--- src/rtl/usbirq_pkg.sv ---
// Shared constants for the USB device interrupt aggregator: flag bit
// positions, control bit positions and the register address map.
package usbirq_pkg;

    localparam int EP_FLAG_W  = 5;
    localparam int DEV_FLAG_W = 3;
    localparam int CTL_W      = 4;

    // endpoint flag bit positions (enables use the same positions)
    localparam int EPF_TXDONE = 0;
    localparam int EPF_OUT0   = 1;
    localparam int EPF_OUT1   = 2;
    localparam int EPF_SETUP  = 3;
    localparam int EPF_STALL  = 4;

    // device flag bit positions
    localparam int DEVF_SOF  = 0;
    localparam int DEVF_SUSP = 1;
    localparam int DEVF_WAKE = 2;

    // control register bit positions
    localparam int CTL_GLOBAL  = 0;
    localparam int CTL_USB     = 1;
    localparam int CTL_PRIO_LO = 2;
    localparam int CTL_PRIO_HI = 3;

    // address map
    localparam int ADR_CTRL    = 0;
    localparam int ADR_DEVFLAG = 1;
    localparam int ADR_DEVEN   = 2;
    localparam int ADR_DBLBANK = 3;
    localparam int ADR_ISO     = 4;
    localparam int ADR_EP_BASE = 5;

endpackage

--- src/rtl/usbirq_ep_flags.sv ---
// Flag and enable storage for one endpoint.
// Assumes: event strobes are one cycle wide; the clear and enable write
// strobes come already decoded for this endpoint.
module usbirq_ep_flags
    import usbirq_pkg::*;
(
    input  logic                 clk,
    input  logic                 rst_n,
    input  logic                 evt_tx,
    input  logic                 evt_out0,
    input  logic                 evt_out1,
    input  logic                 evt_setup,
    input  logic                 evt_stall,
    input  logic                 dbl_bank,
    input  logic                 iso_ep,
    input  logic                 clr_wr,
    input  logic                 en_wr,
    input  logic [EP_FLAG_W-1:0] wdata,
    output logic [EP_FLAG_W-1:0] flags,
    output logic [EP_FLAG_W-1:0] enables,
    output logic                 req
);

    logic [EP_FLAG_W-1:0] set_v;
    logic [EP_FLAG_W-1:0] clr_v;
    logic [EP_FLAG_W-1:0] flags_d;

    // Purpose: form set and clear masks; events override clears.
    always_comb begin
        set_v            = '0;
        set_v[EPF_TXDONE] = evt_tx;
        set_v[EPF_OUT0]   = evt_out0;
        set_v[EPF_OUT1]   = evt_out1 & dbl_bank;
        set_v[EPF_SETUP]  = evt_setup;
        set_v[EPF_STALL]  = evt_stall & ~iso_ep;
        clr_v            = clr_wr ? wdata : '0;
        clr_v[EPF_STALL]  = clr_v[EPF_STALL] | evt_setup;
        flags_d          = (flags & ~clr_v) | set_v;
        if (!dbl_bank) begin
            flags_d[EPF_OUT1] = 1'b0;
        end
    end

    // Purpose: hold the sticky flags.
    always_ff @(posedge clk) begin
        if (!rst_n) flags <= '0;
        else        flags <= flags_d;
    end

    // Purpose: hold the per-flag enable mask.
    always_ff @(posedge clk) begin
        if (!rst_n)     enables <= '0;
        else if (en_wr) enables <= wdata;
    end

    assign req = |(flags & enables);

endmodule

--- src/rtl/usbirq_dev_flags.sv ---
// Device-level flags (start of frame, suspend, wake-up) and the
// suspended-state tracker that arms the wake-up flag.
// Assumes: bus strobes are one cycle wide; a suspend strobe in the same
// cycle as resume or reset leaves the device suspended.
module usbirq_dev_flags
    import usbirq_pkg::*;
(
    input  logic                  clk,
    input  logic                  rst_n,
    input  logic                  bus_sof,
    input  logic                  bus_suspend,
    input  logic                  bus_resume,
    input  logic                  bus_reset,
    input  logic                  clr_wr,
    input  logic                  en_wr,
    input  logic [DEV_FLAG_W-1:0] wdata,
    output logic [DEV_FLAG_W-1:0] flags,
    output logic [DEV_FLAG_W-1:0] enables,
    output logic                  suspended,
    output logic                  req
);

    logic [DEV_FLAG_W-1:0] set_v;
    logic [DEV_FLAG_W-1:0] clr_v;

    // Purpose: set mask from bus strobes; wake-up only counts while suspended.
    always_comb begin
        set_v            = '0;
        set_v[DEVF_SOF]  = bus_sof;
        set_v[DEVF_SUSP] = bus_suspend;
        set_v[DEVF_WAKE] = bus_resume & suspended;
        clr_v            = clr_wr ? wdata : '0;
    end

    // Purpose: hold the sticky device flags.
    always_ff @(posedge clk) begin
        if (!rst_n) flags <= '0;
        else        flags <= (flags & ~clr_v) | set_v;
    end

    // Purpose: track whether the bus is in the suspended state.
    always_ff @(posedge clk) begin
        if (!rst_n)                       suspended <= 1'b0;
        else if (bus_suspend)             suspended <= 1'b1;
        else if (bus_resume || bus_reset) suspended <= 1'b0;
    end

    // Purpose: hold the device enable mask.
    always_ff @(posedge clk) begin
        if (!rst_n)     enables <= '0;
        else if (en_wr) enables <= wdata;
    end

    assign req = |(flags & enables);

endmodule

--- src/rtl/usbirq_cfg_regs.sv ---
// Control and configuration registers: interrupt gates, priority level,
// double-bank mask and isochronous mask.
// Assumes: write strobes are already decoded per register.
module usbirq_cfg_regs
    import usbirq_pkg::*;
#(
    parameter int NUM_EP = 4
) (
    input  logic              clk,
    input  logic              rst_n,
    input  logic              ctl_wr,
    input  logic              dbl_wr,
    input  logic              iso_wr,
    input  logic [CTL_W-1:0]  ctl_wdata,
    input  logic [NUM_EP-1:0] mask_wdata,
    output logic [CTL_W-1:0]  ctl,
    output logic [NUM_EP-1:0] dbl_mask,
    output logic [NUM_EP-1:0] iso_mask
);

    // Purpose: hold gates and priority bits.
    always_ff @(posedge clk) begin
        if (!rst_n)      ctl <= '0;
        else if (ctl_wr) ctl <= ctl_wdata;
    end

    // Purpose: hold the per-endpoint double-bank configuration.
    always_ff @(posedge clk) begin
        if (!rst_n)      dbl_mask <= '0;
        else if (dbl_wr) dbl_mask <= mask_wdata;
    end

    // Purpose: hold the per-endpoint isochronous configuration.
    always_ff @(posedge clk) begin
        if (!rst_n)      iso_mask <= '0;
        else if (iso_wr) iso_mask <= mask_wdata;
    end

endmodule

--- src/rtl/usbirq_req_merge.sv ---
// Combines the per-source requests with the USB and global gates into one
// registered interrupt level.
// Assumes: source requests are already masked by their enables.
module usbirq_req_merge #(
    parameter int NUM_SRC = 5
) (
    input  logic               clk,
    input  logic               rst_n,
    input  logic [NUM_SRC-1:0] src_req,
    input  logic               glob_en,
    input  logic               usb_en,
    output logic               irq
);

    // Purpose: register the gated OR of all sources.
    always_ff @(posedge clk) begin
        if (!rst_n) irq <= 1'b0;
        else        irq <= glob_en & usb_en & (|src_req);
    end

endmodule

--- src/rtl/usb_irq_aggregator.sv ---
// Top of the USB device interrupt aggregator: decodes the register port,
// instantiates one flag block per endpoint, the device flag block, the
// configuration registers and the request merge, and drives read data.
// Assumes: NUM_EP between 1 and 8; strobes are one cycle wide.
module usb_irq_aggregator
    import usbirq_pkg::*;
#(
    parameter int NUM_EP = 4,
    parameter int DATA_W = (NUM_EP > EP_FLAG_W) ? NUM_EP : EP_FLAG_W,
    parameter int ADDR_W = $clog2(ADR_EP_BASE + 2 * NUM_EP)
) (
    input  logic              clk,
    input  logic              rst_n,
    input  logic [NUM_EP-1:0] ep_tx_ack,
    input  logic [NUM_EP-1:0] ep_out_b0,
    input  logic [NUM_EP-1:0] ep_out_b1,
    input  logic [NUM_EP-1:0] ep_setup,
    input  logic [NUM_EP-1:0] ep_stall,
    input  logic              bus_sof,
    input  logic              bus_suspend,
    input  logic              bus_resume,
    input  logic              bus_reset,
    input  logic              reg_wr,
    input  logic [ADDR_W-1:0] reg_waddr,
    input  logic [DATA_W-1:0] reg_wdata,
    input  logic [ADDR_W-1:0] reg_raddr,
    output logic [DATA_W-1:0] reg_rdata,
    output logic              irq,
    output logic [1:0]        irq_level
);

    localparam int NUM_SRC = NUM_EP + 1;

    logic [EP_FLAG_W-1:0]        ep_flags [NUM_EP];
    logic [EP_FLAG_W-1:0]        ep_en    [NUM_EP];
    logic [NUM_EP-1:0]           ep_clr_wr;
    logic [NUM_EP-1:0]           ep_en_wr;
    logic [NUM_EP*EP_FLAG_W-1:0] ep_flag_all;
    logic [NUM_SRC-1:0]          src_req;
    logic [DEV_FLAG_W-1:0]       dev_flags;
    logic [DEV_FLAG_W-1:0]       dev_en;
    logic                        dev_susp;
    logic [CTL_W-1:0]            ctl;
    logic [NUM_EP-1:0]           dbl_mask;
    logic [NUM_EP-1:0]           iso_mask;
    logic [DATA_W-1:0]           rdata_c;

    // configuration registers
    usbirq_cfg_regs #(.NUM_EP(NUM_EP)) cfg_i (
        .clk        (clk),
        .rst_n      (rst_n),
        .ctl_wr     (reg_wr && (reg_waddr == ADDR_W'(ADR_CTRL))),
        .dbl_wr     (reg_wr && (reg_waddr == ADDR_W'(ADR_DBLBANK))),
        .iso_wr     (reg_wr && (reg_waddr == ADDR_W'(ADR_ISO))),
        .ctl_wdata  (reg_wdata[CTL_W-1:0]),
        .mask_wdata (reg_wdata[NUM_EP-1:0]),
        .ctl        (ctl),
        .dbl_mask   (dbl_mask),
        .iso_mask   (iso_mask)
    );

    // device-level flags
    usbirq_dev_flags dev_i (
        .clk         (clk),
        .rst_n       (rst_n),
        .bus_sof     (bus_sof),
        .bus_suspend (bus_suspend),
        .bus_resume  (bus_resume),
        .bus_reset   (bus_reset),
        .clr_wr      (reg_wr && (reg_waddr == ADDR_W'(ADR_DEVFLAG))),
        .en_wr       (reg_wr && (reg_waddr == ADDR_W'(ADR_DEVEN))),
        .wdata       (reg_wdata[DEV_FLAG_W-1:0]),
        .flags       (dev_flags),
        .enables     (dev_en),
        .suspended   (dev_susp),
        .req         (src_req[NUM_EP])
    );

    // one flag block per endpoint
    for (genvar e = 0; e < NUM_EP; e++) begin : g_ep
        assign ep_clr_wr[e] = reg_wr && (reg_waddr == ADDR_W'(ADR_EP_BASE + 2 * e));
        assign ep_en_wr[e]  = reg_wr && (reg_waddr == ADDR_W'(ADR_EP_BASE + 2 * e + 1));

        usbirq_ep_flags ep_i (
            .clk       (clk),
            .rst_n     (rst_n),
            .evt_tx    (ep_tx_ack[e]),
            .evt_out0  (ep_out_b0[e]),
            .evt_out1  (ep_out_b1[e]),
            .evt_setup (ep_setup[e]),
            .evt_stall (ep_stall[e]),
            .dbl_bank  (dbl_mask[e]),
            .iso_ep    (iso_mask[e]),
            .clr_wr    (ep_clr_wr[e]),
            .en_wr     (ep_en_wr[e]),
            .wdata     (reg_wdata[EP_FLAG_W-1:0]),
            .flags     (ep_flags[e]),
            .enables   (ep_en[e]),
            .req       (src_req[e])
        );

        assign ep_flag_all[e*EP_FLAG_W +: EP_FLAG_W] = ep_flags[e];
    end

    // request merge and priority
    usbirq_req_merge #(.NUM_SRC(NUM_SRC)) merge_i (
        .clk     (clk),
        .rst_n   (rst_n),
        .src_req (src_req),
        .glob_en (ctl[CTL_GLOBAL]),
        .usb_en  (ctl[CTL_USB]),
        .irq     (irq)
    );

    assign irq_level = {ctl[CTL_PRIO_HI], ctl[CTL_PRIO_LO]};

    // Purpose: select read data by address; unmapped reads return 0.
    always_comb begin
        rdata_c = '0;
        case (reg_raddr)
            ADDR_W'(ADR_CTRL):    rdata_c[CTL_W-1:0]      = ctl;
            ADDR_W'(ADR_DEVFLAG): rdata_c[DEV_FLAG_W-1:0] = dev_flags;
            ADDR_W'(ADR_DEVEN):   rdata_c[DEV_FLAG_W-1:0] = dev_en;
            ADDR_W'(ADR_DBLBANK): rdata_c[NUM_EP-1:0]     = dbl_mask;
            ADDR_W'(ADR_ISO):     rdata_c[NUM_EP-1:0]     = iso_mask;
            default: begin
                for (int e = 0; e < NUM_EP; e++) begin
                    if (reg_raddr == ADDR_W'(ADR_EP_BASE + 2 * e))
                        rdata_c[EP_FLAG_W-1:0] = ep_flags[e];
                    if (reg_raddr == ADDR_W'(ADR_EP_BASE + 2 * e + 1))
                        rdata_c[EP_FLAG_W-1:0] = ep_en[e];
                end
            end
        endcase
    end

    assign reg_rdata = rdata_c;

endmodule

--- config.mk ---
export PLATFORM = sky130hd
export DESIGN_NAME = usb_irq_aggregator
export DESIGN_NICKNAME = d
export VERILOG_FILES = /design/src/rtl/usbirq_pkg.sv /design/src/rtl/usbirq_ep_flags.sv /design/src/rtl/usbirq_dev_flags.sv /design/src/rtl/usbirq_cfg_regs.sv /design/src/rtl/usbirq_req_merge.sv /design/src/rtl/usb_irq_aggregator.sv
export SDC_FILE = /design/constraint.sdc
export NUM_CORES = 1
export LEC_CHECK = 0
export BUFFER_PORTS_ARGS = -buffer_cell sky130_fd_sc_hd__buf_2
export CORE_ASPECT_RATIO = 0.75
export CORE_MARGIN = 2
export CORE_UTILIZATION = 57
export CTS_CLUSTER_DIAMETER = 50
export DETAILED_ROUTE_END_ITERATION = 6
export PLACE_DENSITY_LB_ADDON = 0.12
export SLEW_MARGIN = 25
export SYNTH_ARGS = -nofsm -noshare
export SYNTH_HDL_FRONTEND = slang
export SYNTH_HIERARCHICAL = 1
export SYNTH_SLANG_ARGS = --single-unit
--- constraint.sdc ---
create_clock -name clk -period 1.35 [get_ports clk]
set_input_delay 0.135 -clock clk [delete_from_list [all_inputs] [get_ports clk]]
set_output_delay 0.135 -clock clk [all_outputs]
set_load 0.02 [all_outputs]
Word level (Yosys, flattened, before mapping):

Cells that the tools add are included.

* bits of input ports: 40
* flip-flop bits (word level): 60
* word-level logic and storage cells: 124

* equality and inequality tests: 24
* reduce and logical (&&, ||, !) cells: 24
* bitwise gates (word level): 39
* muxes and demuxes: 18

Operators by type and width (count)
* 2-to-1 mux 5 bit: 12
* bitwise AND 5 bit: 8
* equality test 4 bit (second input constant): 10
* equality test 4 x 3 -> 1 bit (second input constant): 8
* OR reduction 23 bit: 1
* inverter 5 bit: 4
* OR 5 bit: 4
* equality test 4 x 2 -> 1 bit (second input constant): 4
* case mux 3 bit (5 select lines): 1
* logical AND 1 bit: 13
* bitwise AND 1 bit: 11
* equality test 4 x 1 -> 1 bit (second input constant): 2
* zero test 4 bit: 2
* AND reduction 2 bit: 4
* bitwise AND 3 bit: 2
* OR reduction 5 bit: 1
* inverter 1 bit: 4
* OR 1 bit: 4
* case mux 1 bit (4 select lines): 1
* 2-to-1 mux 1 bit: 3
* 2-to-1 mux 3 bit: 1
* inverter 3 bit: 1
* OR 3 bit: 1
* nonzero test 2 bit: 1
* 2 further kinds: 2

Longest topological paths before layout:

* depth in word-level cells: 10
* gate-level depth with buffers: 6
* mapped depth without buffers: 5

Modules after synthesis:

The synthesis kept the hierarchy.

By module, submodules not included
* usbirq_ep_flags: area an instance 396.6 um^2, cells an instance 41, instances 4, sequential area each 200.2 um^2
* usb_irq_aggregator: area an instance 857.1 um^2, cells an instance 119, instances 1, sequential area each 0.0 um^2
* usbirq_cfg_regs: area an instance 474.2 um^2, cells an instance 40, instances 1, sequential area each 240.2 um^2
* usbirq_dev_flags: area an instance 266.5 um^2, cells an instance 26, instances 1, sequential area each 140.1 um^2
* usbirq_req_merge: area an instance 43.8 um^2, cells an instance 5, instances 1, sequential area each 20.0 um^2

Worst setup path before layout:

Ideal clock, no wire load.

* path kind: input -> output
* start point: input reg_raddr[1]
* end point: output reg_rdata[2]
* buffers on the path: 2
* slack: 105 ps
* cell stages on the path: 6
* arrival time: 1110 ps
* cells stage by stage: buf_6 > buf_8 > mux2i_1 > a211oi_1 > a21oi_1 > o21ai_1

* longest elaborated chain between the ends: 10
* elaborated cells on any way between the ends: 22

Ends and longest elaborated chain
* from (decl): line usb_irq_aggregator.sv:26 `input logic [ADDR_W-1:0] reg_raddr,`
* equality test 4 x 3 -> 1 bit: line usb_irq_aggregator.sv:128 `if (reg_raddr == ADDR_W'(ADR_EP_BASE + 2 * e))`
* 2-to-1 mux 5 bit: line usb_irq_aggregator.sv:128
* 2-to-1 mux 5 bit: line usb_irq_aggregator.sv:130 `if (reg_raddr == ADDR_W'(ADR_EP_BASE + 2 * e + 1))`
* 2-to-1 mux 5 bit: line usb_irq_aggregator.sv:128
* 2-to-1 mux 5 bit: line usb_irq_aggregator.sv:130
* 2-to-1 mux 5 bit: line usb_irq_aggregator.sv:128
* 2-to-1 mux 5 bit: line usb_irq_aggregator.sv:130
* 2-to-1 mux 5 bit: line usb_irq_aggregator.sv:128
* 2-to-1 mux 5 bit: line usb_irq_aggregator.sv:130
* case mux 3 bit (5 select lines) (*): line usb_irq_aggregator.sv:120 `case (reg_raddr)`
* to (decl): line usb_irq_aggregator.sv:27 `output logic [DATA_W-1:0] reg_rdata,`

Every way passes the cells marked *; elsewhere a longest branch is shown, timed or not.

Final worst setup path:

* start point: register cfg_i.iso_mask[2]
* end point: output reg_rdata[2]

* longest elaborated chain between the ends: 1

Ends and longest elaborated chain
* from (decl): line usbirq_cfg_regs.sv:18 `output logic [NUM_EP-1:0] iso_mask`
* from (signal assigned): line usbirq_cfg_regs.sv:36 `else if (iso_wr) iso_mask <= mask_wdata;`
* case mux 3 bit (5 select lines): line usb_irq_aggregator.sv:120

Every way passes these cells.

==> impl_metrics.toml <==
[global_route]
antenna_found_initial = 0
grt_max_degree = 32
met1_usage_pct = 39.4
grt_pass1_wl_mm = 14.3
grt-ovfl-total = 0
use_met3_pct = 6.63
top_usage_layer = "met2"
met2_usage_pct = 46.6
grt_pass1_vias = 2929
grt_usage_pct = 29.2

[logic_synthesis]
synth_seq_cells = 60
avgSynthCellArea_sq_um = 9.12
ys_async_sr_fraction_pct = 0
ys_types = 39
syn_area_sq_mm = 0.00323
synth_edf_count = 0
syn_inst = 354
yosysWarnings = 6
seq_area_frac_synth_pct = 37.2
synthesis.nets = 394
ys.flop_type = "dfxtp_1"

[job]
cap_viol_max_count = 0

[clocking]
cts_tree = "done"
numCtsBuffers = 9
cts-root-buf = "clkbuf_8"
cts-htree-levels = 3
cts_max_path_buffers = 2
clkTransAtPathRegs_ns = 0.06
clock_latency_ns = 0.35
cts_sinks = 60

[setup_path]
endpoint_kind = "output pin"
reg2reg_slack_ns = -0.08
reg2reg_to = "merge_i/irq"
cp.required_ns = 1.22
path_class = "reg2out"
critPathLaunchType = "flop"
rr_startpoint = "g_ep[3].ep_i/flags[3]"
cp.arrival_ns = 1.51
reg2reg_depth = 4
cp_max_fo = 3

[route]
drc_errors = 0
dr.pass1.iters = 5
totalWireLength_mm = 8.94
first_iter_violations = 261
via_per_inst = 5.71
drt-wirelength-per-cell_um = 16.8
ant_nets = 0
vias = 3033

[floorplanning]
fp.coreArea_sq_mm = 0.00541
fp-row-count = 23
die_area_sq_mm = 0.00629
die_x_um = 90.9
die_y_um = 69.2
io_pins = 48
start_util_pct = 59.7

[sta]
skew_ns = 0.00300
slew_headroom_pct = 64.9
fin_ws_ns = -0.293
setup_viol_count_final = 6
fmax_ghz = 0.609
slew_violations = 0
hold_viol_final = 0
rsz0062_at_grt = "yes"
tns_ns = -1.30
tightest_slew_ns = 0.526
post-route-period-util_pct = 122
min_period_ns = 1.64

[place]
hpwl_mm = 6.49
place_congestion = 0.938
placed_area_sq_mm = 0.00382
port_buffers = 47

[power_and_ir_drop]
p_leak_nw = 1.62
total_power_mw = 3.90
ir_drop_mv = 0.686
power_density_mw_per_mm2 = 934

[cells_and_area]
n_antenna_cell = 0
syn_to_final_growth_pct = 29.3
drive_gt1_share_pct = 34.0
nets = 492
final_common_cell = "buf_4"
finalInstanceArea_sq_mm = 0.00417
final_cell_mix = "buf_4, nor2b_1, dfxtp_1"
nFillCells = 424
fin_util_pct = 77.1

[worst_hold_path]
hp-class = "in2reg"
holdCritStartpoint = "ep_out_b1[0]"
hold-path-endpoint = "g_ep[0].ep_i/flags[2]"
min_path_cells = 3

[status]
violations = "setup timing"
status = "finished with violations"
[sequential cells by signal, indices dropped and copies added (netlist names)]
name	count
cfg_i/iso_mask	4
dev_i/enables	3
dev_i/suspended	1
cfg_i/ctl	4
cfg_i/dbl_mask	4
merge_i/irq	1
g_ep.ep_i/flags	20
dev_i/flags	3
g_ep.ep_i/enables	20
[cell usage after synthesis, drive strengths merged (6+ instances only)]
cell type / count / share of area (%)
nor2: 16 / 1.9
mux2i: 43 / 13
mux2: 6 / 2.1
nor3: 9 / 1.6
dfxtp: 60 / 37
nand3b: 9 / 2.1
buf: 20 / 5.3
nand2b: 14 / 2.7
nor2b: 50 / 9.7
o21ai: 8 / 1.2
a21oi: 32 / 5.3
a222oi: 8 / 2.5
nand2: 34 / 4.0
[repair_timing]
action	4_1_cts	5_1_grt
setup buffers	5	1
pin swaps	15	9
resized for setup	28	7
hold buffers	3	0
endpoints found under the hold margin	3	0
endpoints found under the setup margin	6	6
[critical path, stage by stage, from the launching register on]
cell      delay (ns)
dfxtp_1         0.33
mux2_2          0.28
a221oi_2        0.26
o21ai_1         0.12
buf_4           0.17
[report_power, final]
part / total, mW / switching [mW] / internal [mW]
clock network: 1.42 / 0.672 / 0.750
registers: 1.88 / 0.0486 / 1.83
logic: 0.595 / 0.303 / 0.292
total: 3.90 / 1.02 / 2.87
[metrics by stage]
stage / worst slack, ns / hold WS [ns] / instances
finish: -0.293 / 0.0121 / 531
global route: -0.330 / 0.0323 / 531
CTS: -0.285 / 0.000526 / 530
detailed placement: -0.198 / 0.345 / 509
global placement: -0.181 / 0.338 / 509
floorplan: 0.105 / 0.235 / 354
[routing by layer]
layer	wire [um]	up-vias
li1	-	1482
met1	4260	1412
met2	3980	124
met3	568	15
met4	127	0
met5	0	-
[final cells by class]
class	count	area (sq um)	share of cell area [%]
inverters	3	11.3	0.270
repair buffers	107	751	18.0
well taps	75	93.8	2.25
clock inverters	2	10.0	0.240
clock buffers	13	159	3.81
flip-flops and latches	60	1220	29.2
multi-input cells	271	1930	46.2
[logic make-up after synthesis]
kind of cell	Yosys count	synth area share [%]
simple gates	140	23.7
buf+inv	23	5.62
mux	49	15.4
compound gates	82	18.0
flops	60	37.2
[worst max-delay path by stage]
| stage | start | end | depth (start not counted) |
|---|---|---|---|
| CTS | cfg_i/ctl[2] | reg_rdata[2] | 4 |
| finish | cfg_i/iso_mask[2] | reg_rdata[2] | 4 |
| global placement | reg_raddr[2] | reg_rdata[2] | 6 |
| floorplan | reg_raddr[1] | reg_rdata[2] | 6 |
| global route | cfg_i/ctl[0] | reg_rdata[0] | 4 |
| detailed placement | reg_raddr[1] | reg_rdata[2] | 6 |
Note: power is estimated with default switching activity, not from simulation.
